`src/rtl/dram_ref_pkg.sv`:
```
package dram_ref_pkg;

  typedef enum logic [1:0] {
    ST_IDLE  = 2'd0,
    ST_SETUP = 2'd1,
    ST_RAS   = 2'd2,
    ST_PRE   = 2'd3
  } refState_t;

  // strobes from control to datapath
  typedef struct packed {
    logic phaseClr;   // restart the in-state cycle counter
    logic rasLow;     // next rasN value is low
    logic casLow;     // next casN value is low
    logic driveAddr;  // place the row on the address output
    logic busy;       // block owns the pins
    logic done;       // refresh completes on this edge
  } refStrobe_t;

endpackage

```
`src/rtl/dram_ref_ctrl.sv`:
```
module dram_ref_ctrl
  import dram_ref_pkg::*;
#(
  parameter int SETUP_CYC    = 2,
  parameter int RAS_CYC      = 3,
  parameter int CAS_HOLD_CYC = 1,
  parameter int PRECHG_CYC   = 3,
  parameter bit RAS_ONLY     = 1'b0,
  parameter int PH_W         = 3
) (
  input  logic            clk,
  input  logic            rstN,
  input  logic            refGrant,
  input  logic            owed,
  input  logic [PH_W-1:0] phase,
  output refStrobe_t      strb
);

  localparam logic [PH_W-1:0] SETUP_LAST = PH_W'(SETUP_CYC - 1);
  localparam logic [PH_W-1:0] RAS_LAST   = PH_W'(RAS_CYC - 1);
  localparam logic [PH_W-1:0] PRE_LAST   = PH_W'(PRECHG_CYC - 1);
  localparam logic [PH_W-1:0] CAS_HOLD   = PH_W'(CAS_HOLD_CYC);

  refState_t state, stateNxt;

  always_ff @(posedge clk) begin
    if (!rstN) state <= ST_IDLE;
    else       state <= stateNxt;
  end

  always_comb begin
    stateNxt      = state;
    strb.phaseClr = 1'b0;
    strb.done     = 1'b0;
    unique case (state)
      ST_IDLE: if (refGrant && owed) begin
        stateNxt      = ST_SETUP;
        strb.phaseClr = 1'b1;
      end
      ST_SETUP: if (phase == SETUP_LAST) begin
        stateNxt      = ST_RAS;
        strb.phaseClr = 1'b1;
      end
      ST_RAS: if (phase == RAS_LAST) begin
        stateNxt      = ST_PRE;
        strb.phaseClr = 1'b1;
        strb.done     = 1'b1;
      end
      ST_PRE: if (phase == PRE_LAST) begin
        stateNxt      = ST_IDLE;
        strb.phaseClr = 1'b1;
      end
      default: stateNxt = ST_IDLE;
    endcase
  end

  // pin levels for the cycle after this edge
  always_comb begin
    strb.busy      = (state != ST_IDLE);
    strb.rasLow    = (state == ST_RAS);
    strb.driveAddr = (state == ST_SETUP) || (state == ST_RAS);
    if (RAS_ONLY)
      strb.casLow = 1'b0;
    else
      strb.casLow = (state == ST_SETUP) ||
                    ((state == ST_RAS) && (phase < CAS_HOLD));
  end

endmodule

```
`src/rtl/dram_ref_dp.sv`:
```
module dram_ref_dp
  import dram_ref_pkg::*;
#(
  parameter int CLK_PER_REF = 3125,
  parameter int DEBT_MAX    = 8,
  parameter int ROW_W       = 8,
  parameter int ADDR_W      = 9,
  parameter bit RAS_ONLY    = 1'b0,
  parameter int PH_W        = 3
) (
  input  logic              clk,
  input  logic              rstN,
  input  refStrobe_t        strb,
  output logic              owed,
  output logic [PH_W-1:0]   phase,
  output logic              rasN,
  output logic              casN,
  output logic              busy,
  output logic [ADDR_W-1:0] addr
);

  localparam int TMR_W  = $clog2(CLK_PER_REF + 1);
  localparam int DEBT_W = $clog2(DEBT_MAX + 1);
  localparam logic [TMR_W-1:0]  TMR_RELOAD = TMR_W'(CLK_PER_REF - 1);
  localparam logic [DEBT_W-1:0] DEBT_TOP   = DEBT_W'(DEBT_MAX);

  logic [TMR_W-1:0]  tmrCnt;
  logic [DEBT_W-1:0] debt;
  logic              tick;
  logic [ADDR_W-1:0] rowAddr;

  // interval timer
  assign tick = (tmrCnt == '0);

  always_ff @(posedge clk) begin
    if (!rstN)     tmrCnt <= TMR_RELOAD;
    else if (tick) tmrCnt <= TMR_RELOAD;
    else           tmrCnt <= tmrCnt - 1'b1;
  end

  // saturating refresh debt
  always_ff @(posedge clk) begin
    if (!rstN) debt <= '0;
    else if (tick && !strb.done) begin
      if (debt != DEBT_TOP) debt <= debt + 1'b1;
    end else if (strb.done && !tick) begin
      debt <= debt - 1'b1;
    end
  end

  assign owed = (debt != '0);

  // cycles spent in the current state
  always_ff @(posedge clk) begin
    if (!rstN || strb.phaseClr) phase <= '0;
    else                        phase <= phase + 1'b1;
  end

  // row source depends on refresh style
  generate
    if (RAS_ONLY) begin : g_rowCnt
      logic [ROW_W-1:0] rowCnt;
      always_ff @(posedge clk) begin
        if (!rstN)          rowCnt <= '0;
        else if (strb.done) rowCnt <= rowCnt + 1'b1;
      end
      assign rowAddr = ADDR_W'(rowCnt);
    end else begin : g_noRow
      assign rowAddr = '0;
    end
  endgenerate

  // registered pin drivers
  always_ff @(posedge clk) begin
    if (!rstN) begin
      rasN <= 1'b1;
      casN <= 1'b1;
      busy <= 1'b0;
      addr <= '0;
    end else begin
      rasN <= !strb.rasLow;
      casN <= !strb.casLow;
      busy <= strb.busy;
      addr <= strb.driveAddr ? rowAddr : '0;
    end
  end

endmodule

```
`src/rtl/dram_refresh_sched.sv`:
```
module dram_refresh_sched
  import dram_ref_pkg::*;
#(
  parameter int CLK_PER_REF  = 3125,
  parameter int DEBT_MAX     = 8,
  parameter int ROW_W        = 8,
  parameter int ADDR_W       = 9,
  parameter int SETUP_CYC    = 2,
  parameter int RAS_CYC      = 3,
  parameter int CAS_HOLD_CYC = 1,
  parameter int PRECHG_CYC   = 3,
  parameter bit RAS_ONLY     = 1'b0
) (
  input  logic              clk,
  input  logic              rstN,
  input  logic              refGrant,
  output logic              refReq,
  output logic              refBusy,
  output logic              rasN,
  output logic              casN,
  output logic [ADDR_W-1:0] addr
);

  localparam int PH_MAX = (SETUP_CYC > RAS_CYC) ?
                          ((SETUP_CYC > PRECHG_CYC) ? SETUP_CYC : PRECHG_CYC) :
                          ((RAS_CYC > PRECHG_CYC) ? RAS_CYC : PRECHG_CYC);
  localparam int PH_W = $clog2(PH_MAX + 1);

  refStrobe_t      strb;
  logic            owed;
  logic [PH_W-1:0] phase;

  dram_ref_ctrl #(
    .SETUP_CYC(SETUP_CYC), .RAS_CYC(RAS_CYC), .CAS_HOLD_CYC(CAS_HOLD_CYC),
    .PRECHG_CYC(PRECHG_CYC), .RAS_ONLY(RAS_ONLY), .PH_W(PH_W)
  ) ctrlI (
    .clk(clk), .rstN(rstN), .refGrant(refGrant), .owed(owed),
    .phase(phase), .strb(strb)
  );

  dram_ref_dp #(
    .CLK_PER_REF(CLK_PER_REF), .DEBT_MAX(DEBT_MAX), .ROW_W(ROW_W),
    .ADDR_W(ADDR_W), .RAS_ONLY(RAS_ONLY), .PH_W(PH_W)
  ) dpI (
    .clk(clk), .rstN(rstN), .strb(strb), .owed(owed), .phase(phase),
    .rasN(rasN), .casN(casN), .busy(refBusy), .addr(addr)
  );

  assign refReq = owed;

endmodule

```
`config.mk`:
```
export PLATFORM = sky130hd
export DESIGN_NAME = dram_refresh_sched
export DESIGN_NICKNAME = d
export VERILOG_FILES = /design/src/rtl/dram_ref_pkg.sv /design/src/rtl/dram_ref_ctrl.sv /design/src/rtl/dram_ref_dp.sv /design/src/rtl/dram_refresh_sched.sv
export SDC_FILE = /design/constraint.sdc
export NUM_CORES = 1
export LEC_CHECK = 0
export BUFFER_PORTS_ARGS = -buffer_cell sky130_fd_sc_hd__buf_2
export CORE_UTILIZATION = 51
export CTS_CLUSTER_DIAMETER = 100
export DETAILED_ROUTE_END_ITERATION = 7
export GPL_TIMING_DRIVEN = 0
export PLACE_DENSITY = 0.74
export SLEW_MARGIN = 40
export SYNTH_ARGS = -nofsm -noshare
export SYNTH_HDL_FRONTEND = slang
export SYNTH_SLANG_ARGS = --single-unit
```
`constraint.sdc`:
```
create_clock -name clk -period 2.4 [get_ports clk]
set_input_delay 0.48 -clock clk [delete_from_list [all_inputs] [get_ports clk]]
set_output_delay 0.48 -clock clk [all_outputs]
set_load 0.005 [all_outputs]
```
==> reports/results.tsv, run 1 <==
metric	value	unit
grt_usage	18.7	%
ctsHoldBuffers	0	
power_switching	0.226	mW
p_leak	0.621	nW
yosys_warnings	0	
avgSynthCellArea	8.82	um^2
first_global_vias	945	
grt_pass1_wl	3660	um
clk_path_buf_depth	2	
ys_async_sr_fraction	0	%
synthTopCellsByCount	dfxtp_1 (23), nand2_1 (18), ha_1 (11)	
finClkSkew	9.28	ps
drv_slew	0	
cts-buffers-inserted	3	
final_hold_viol_count	0	
ant_nets	0	
dp.cells	186	
syn2layout_area_growth	13.5	%
p_comb_share	19.7	%
cp_max_fo	8	
final_core_util	63.2	%
cp.arrival	2610	ps
peakVddDrop	0.474	mV
holdCritPathClass	flip-flop to flip-flop	
coreArea	2300	um^2
crit_cells	9	
internal-power	0.549	mW
diodes	0	
power-per-cell-area	534	nW/um^2
antenna_found_initial	0	
cp-start-kind	flip-flop	
synth_area_leaders	dfxtp_1 (36%), ha_1 (11%), xnor2_1 (6.8%), buf_4 (5.3%), nand2_1 (5.3%)	
critPathTopFamily	simple AND/OR/NAND/NOR gates	
cp_slowest_cell	or4_1	
power.share.clock	23.5	%
max_freq	425	MHz
status	finished, final reports clean	
vias	980	
finalSetupTns	0	ps
seq_area_frac_synth	36.0	%
synth_area_leader_cell	dfxtp_1	
top_layer	met4	
synthCells	145	
swShare	29.1	%
crit_buf_inv	1	
numPortBuffers	5	
reg2regPathDepth	9	
dp_hpwl	1640	um
io_pins	16	
post-route-period-util	98.1	%
place_congestion	0.735	
dr_wl_met2	1180	um
synth_edf_count	0	
path_cells	or4_1, buf_6, nor2_1, nand2_2, ha_4, nand3_1, and3_4, mux2_2, o22ai_2	
worstSetupPathType	flip-flop to flip-flop	
drt_drc_violations_left	0	
wl_per_cell	11.8	um
n_fill_cell	213	
synth.ff_latch_count	23	
grt_max_degree	14	
hold_depth	1	
seq_power_share	56.7	%
initial_utilization	55.7	%
m1WireLength	942	um
endpoint_kind	flip-flop	
synth_cell_types	35	
viasPerCell	5.13	
slowest_delay	550	ps
die_w	52.1	um
yosys.cell_count.top_type	dfxtp_1	
cp_data_required_time	2650	ps
synth.cell_area	1280	um^2
core.rowCount	17	
root_buffer	clkbuf_4	
drt-total-wl	2250	um
drt_iter0_markers	13	
clk_latency	310	ps
finalNonFillerCells	191	
wl_met3	43	um
htree_levels	1	
dieArea	2710	um^2
synth_top_area_share	36.0	%
fin_nets	179	
fin_crit	2350	ps
cts_tree	yes	
drive_gt1_share	20.9	%
synthFlopType	dfxtp_1	
dr.pass1.iters	4	
finalSetupViolCount	0	
clock-sinks	23	
maxCapViolations	0	
grt.overflow.total	0	
cts.clk_slew.worst_paths	130	ps
fp.dieH	52.1	um
## routing by layer
metal | vias to the layer above | GRT usage [%]
li1 | 504 | -
met1 | 454 | 18.2
met2 | 14 | 35.0
met3 | 8 | 4.09
met4 | 0 | 11.3
met5 | - | 0
## area by class of cell
| class | count | area (um^2) | share of cell area, % |
|---|---|---|---|
| Multi-Input combinational cell | 109 | 773 | 53.3 |
| Sequential cell | 23 | 463 | 31.9 |
| Buffer | 13 | 90.1 | 6.21 |
| Tap cell | 28 | 35.0 | 2.41 |
| Timing Repair Buffer | 6 | 32.5 | 2.24 |
| Inverter | 8 | 30.0 | 2.07 |
| Clock buffer | 3 | 22.5 | 1.55 |
| Clock inverter | 1 | 5.00 | 0.345 |
## sequential cells by signal (all words and copies together), names as in the netlist
signal       cells
dpI.busy         1
dpI.phase        2
dpI.casN         1
ctrlI.state      2
dpI.debt         4
dpI.rasN         1
dpI.tmrCnt      12
## timing repair
| item | CTS | global route |
|---|---|---|
| endpoints found under the setup margin | 1 | 2 |
| pin swaps | 1 | 0 |
| hold endpoints to repair | 0 | 0 |
| gates cloned | 0 | 0 |
| resized for setup | 4 | 9 |
| setup buffers | 1 | 0 |
## stage by stage
stage	area (um^2)	setup WS [ps]	total power [mW]	hold slack [ps]
3_3_place_gp	1370	22.0	0.590	415
4_1_cts	1420	15.4	0.778	451
3_5_place_dp	1370	-40.1	0.599	433
2_1_floorplan	1310	159	0.563	407
6_report	1450	45.0	0.775	452
5_1_grt	1450	-64.2	0.821	471
## layout by cell type (no fill, tap or decap), types with 3 or more instances in the layout
| cell | synthesis | final |
|---|---|---|
| conb_1 | 1 | 9 |
| clkbuf_4 | 0 | 3 |
| nand3_1 | 4 | 4 |
| ha_1 | 11 | 10 |
| xnor2_1 | 10 | 10 |
| mux2i_1 | 5 | 5 |
| nand2_1 | 18 | 17 |
| nor2_1 | 10 | 10 |
| nand2b_1 | 5 | 5 |
| buf_4 | 9 | 10 |
| a21oi_1 | 4 | 3 |
| inv_1 | 8 | 8 |
| buf_2 | 1 | 5 |
| nor4_1 | 5 | 5 |
| o21ai_0 | 3 | 3 |
| clkbuf_1 | 3 | 3 |
| nor3_1 | 4 | 3 |
| dfxtp_1 | 23 | 21 |
## kinds of logic after synthesis
| family | after synthesis | synth area share [%] |
|---|---|---|
| AO/OA/AOI/OAI | 14 | 7.14 |
| XOR/XNOR | 11 | 7.53 |
| adder cells (fa/ha/maj) | 12 | 12.3 |
| buffers and inverters | 21 | 8.90 |
| flip-flops | 23 | 36.0 |
| multiplexers | 6 | 4.79 |
| other | 1 | 0.293 |
| AND/OR/NAND/NOR | 57 | 23.0 |
## power groups by stage
stage	logic (mW)	registers, mW	clock network, mW
2_1_floorplan	0.120	0.444	0
3_3_place_gp	0.144	0.446	0
3_5_place_dp	0.151	0.447	0
4_1_cts	0.153	0.438	0.186
5_1_grt	0.177	0.443	0.201
6_report	0.153	0.440	0.182
## worst paths after layout
check | startpoint | to | slack (ps)
worst min register to register | dpI.tmrCnt[0]$_SDFF_PP0_ | dpI.tmrCnt[0]$_SDFF_PP0_ | 450
worst max register to register | dpI.tmrCnt[3]$_SDFF_PP0_ | dpI.debt[3]$_SDFFE_PN0P_ | 50
worst min-delay path | dpI.tmrCnt[0]$_SDFF_PP0_ | dpI.tmrCnt[0]$_SDFF_PP0_ | 450
worst max-delay path | dpI.tmrCnt[3]$_SDFF_PP0_ | dpI.debt[3]$_SDFFE_PN0P_ | 50
(Power assumes the default switching activity.)
==> run 2, diff against run 1 <==
Settings changed: BUFFER_PORTS_ARGS -buffer_cell sky130_fd_sc_hd__buf_2 to -buffer_cell sky130_fd_sc_hd__buf_4.
==> run 2 against run 1 <==
  * Setup slack better by 21 ps
  * Clock power is 5% lower
  * Maximum frequency increased by 0.92%
  * Routed wire length decreased by 9.6%
  * Global-route usage decreased by 1.3 points
  * Critical path depth stayed put
  * Die area stayed put
  * Highest routed layer unchanged
==> reports/results.tsv, run 2 (same netlist as run 1, synthesis figures left out) <==
metric	value	unit	change
p_leak	0.620	nW	-0.19%
coreArea	2300	um^2	unchanged
fin_crit	2330	ps	-21.4 ps
cts_tree	yes		
hold_start	dpI.tmrCnt[0]$_SDFF_PP0_		
maxCapViolations	0		unchanged
viasPerCell	4.89		-4.7%
fin_nets	179		unchanged
holdCritPathClass	flip-flop to flip-flop		
die_w	52.1	um	unchanged
hold_depth	1		unchanged
grt_pass1_wl	3480	um	-4.9%
root_buffer	clkbuf_4		
worstSetupPathType	flip-flop to flip-flop		
peakVddDrop	0.348	mV	-26%
cts-buffers-inserted	3		unchanged
drt_drc_violations_left	0		unchanged
place_congestion	0.734		-0.18%
diodes	0		unchanged
endpoint_kind	flip-flop		
final_common_cell	dfxtp_1		
first_global_vias	855		-9.5%
cts.clk_slew.worst_paths	120	ps	about the same
grt_usage	17.3	%	-1.3 points
drive_gt1_share	19.6	%	-1.2 points
syn2layout_area_growth	13.6	%	about the same
grt_most_used_layer	met2		
numPortBuffers	5		unchanged
grt.overflow.total	0		unchanged
htree_levels	1		unchanged
ant_nets	0		unchanged
slew_headroom	64.2	%	
clock-sinks	23		unchanged
fp.dieH	52.1	um	unchanged
top_regs	dpI.tmrCnt (12), dpI.debt (4)		
grt_max_degree	13		-1
dp_hpwl	1530	um	-7.2%
cp_max_fo	8		unchanged
post-route-period-util	97.2	%	-0.89 points
vias	934		-4.7%
use_met1	19.0	%	+0.81 points
hold-path-endpoint	dpI.tmrCnt[0]$_SDFF_PP0_		
max_freq	429	MHz	+0.92%
cp_data_required_time	2640	ps	about the same
drt_iter0_markers	10		-3
cp-start-kind	flip-flop		
finalSetupViolCount	0		unchanged
cp.arrival	2570	ps	-40 ps
finClkSkew	2.34	ps	-6.94 ps
largest_register_ffs	12		unchanged
antenna_found_initial	0		unchanged
dieArea	2710	um^2	unchanged
io_pins	16		unchanged
r2r-start	dpI.tmrCnt[3]$_SDFF_PP0_		
use_met2	32.1	%	-3.0 points
core.rowCount	17		unchanged
status	finished, final reports clean		
drt-total-wl	2030	um	-9.6%
reg2regPathDepth	9		unchanged
tightest_slew	530	ps	
dr.pass1.iters	4		unchanged
regMostFlops	dpI.tmrCnt		
drv_slew	0		unchanged
finalNonFillerCells	191		unchanged
power-per-cell-area	524	nW/um^2	-1.9%
final_hold_viol_count	0		unchanged
fin_hold_ws	434	ps	-18.6 ps
wl_per_cell	10.6	um	-9.6%
grt.met3_usage	5.26	%	+1.2 points
dp.cells	186		unchanged
final_cell_mix	dfxtp_1 (21), nand2_1 (17), buf_4 (16)		
r2r_setup_slack	70	ps	+20 ps
clk_path_buf_depth	2		unchanged
initial_utilization	55.7	%	unchanged
clk_latency	300	ps	about the same
r2r_end	dpI.debt[3]$_SDFFE_PN0P_		
ctsHoldBuffers	0		unchanged
## run 2: repair_timing
item | CTS | global route
pin swaps | 1 | 1
gates resized for setup | 4 | 7
buffers inserted | 0 | 1
hold endpoints to repair | 0 | 0
endpoints found under the setup margin | 1 | 2
## run 2: layer usage
metal / vias to the layer above / wire (um) / part of all wire [%]
met5: - / 0 / 0
met4: 0 / 14 / 0.69
met3: 2 / 54 / 2.7
met2: 9 / 1070 / 53
met1: 415 / 893 / 44
li1: 508 / - / -
## run 2: layout make-up
class | instances | area (um^2)
timing repair buffer | 6 | 45.0
multi-input combinational | 109 | 767
sequential | 23 | 463
fill | 201 | 845
clock buffer | 4 | 26.3
inverter | 8 | 30.0
tap | 28 | 35.0
buffer | 13 | 86.3
## run 2: per-stage QoR
| step | TNS [ps] | utilization [%] | power [mW] | cell area [um^2] | setup WS (ps) |
|---|---|---|---|---|---|
| after global placement | 0 | 60.1 | 0.593 | 1380 | 27.6 |
| after detailed placement | -36.1 | 60.1 | 0.597 | 1380 | -36.1 |
| final | 0 | 63.2 | 0.761 | 1450 | 66.4 |
| after floorplan | 0 | - | 0.563 | 1310 | 159 |
| after CTS | 0 | 62.1 | 0.772 | 1430 | 2.50 |
| after global routing | -20.8 | 63.2 | 0.819 | 1450 | -20.8 |
## run 2: where the power goes
group / internal [mW] / leakage [nW] / switching [mW]
Clock: 0.0647 / 0.0150 / 0.107
Sequential: 0.417 / 0.188 / 0.0231
Combinational: 0.0720 / 0.417 / 0.0776
## run 2: worst max-delay path by stage
stage | start | end
after floorplan | dpI.tmrCnt[8]$_SDFF_PP0_ | dpI.debt[3]$_SDFFE_PN0P_
after global placement | ctrlI.state[0]$_SDFFE_PN0P_ | dpI.debt[3]$_SDFFE_PN0P_
after detailed placement | ctrlI.state[0]$_SDFFE_PN0P_ | dpI.debt[3]$_SDFFE_PN0P_
after CTS | ctrlI.state[0]$_SDFFE_PN0P_ | dpI.debt[3]$_SDFFE_PN0P_
after global routing | dpI.tmrCnt[3]$_SDFF_PP0_ | dpI.debt[3]$_SDFFE_PN0P_
final | dpI.tmrCnt[3]$_SDFF_PP0_ | dpI.debt[3]$_SDFFE_PN0P_
## run 2: critical path: stages (launching register included)
cell and delay (ps):
dfxtp_2 360, or4_1 520, buf_4 180, nor2_1 110
nand2_2 100, ha_4 300, nand3_1 140, and3_4 210
mux2_2 250, o22ai_1 90
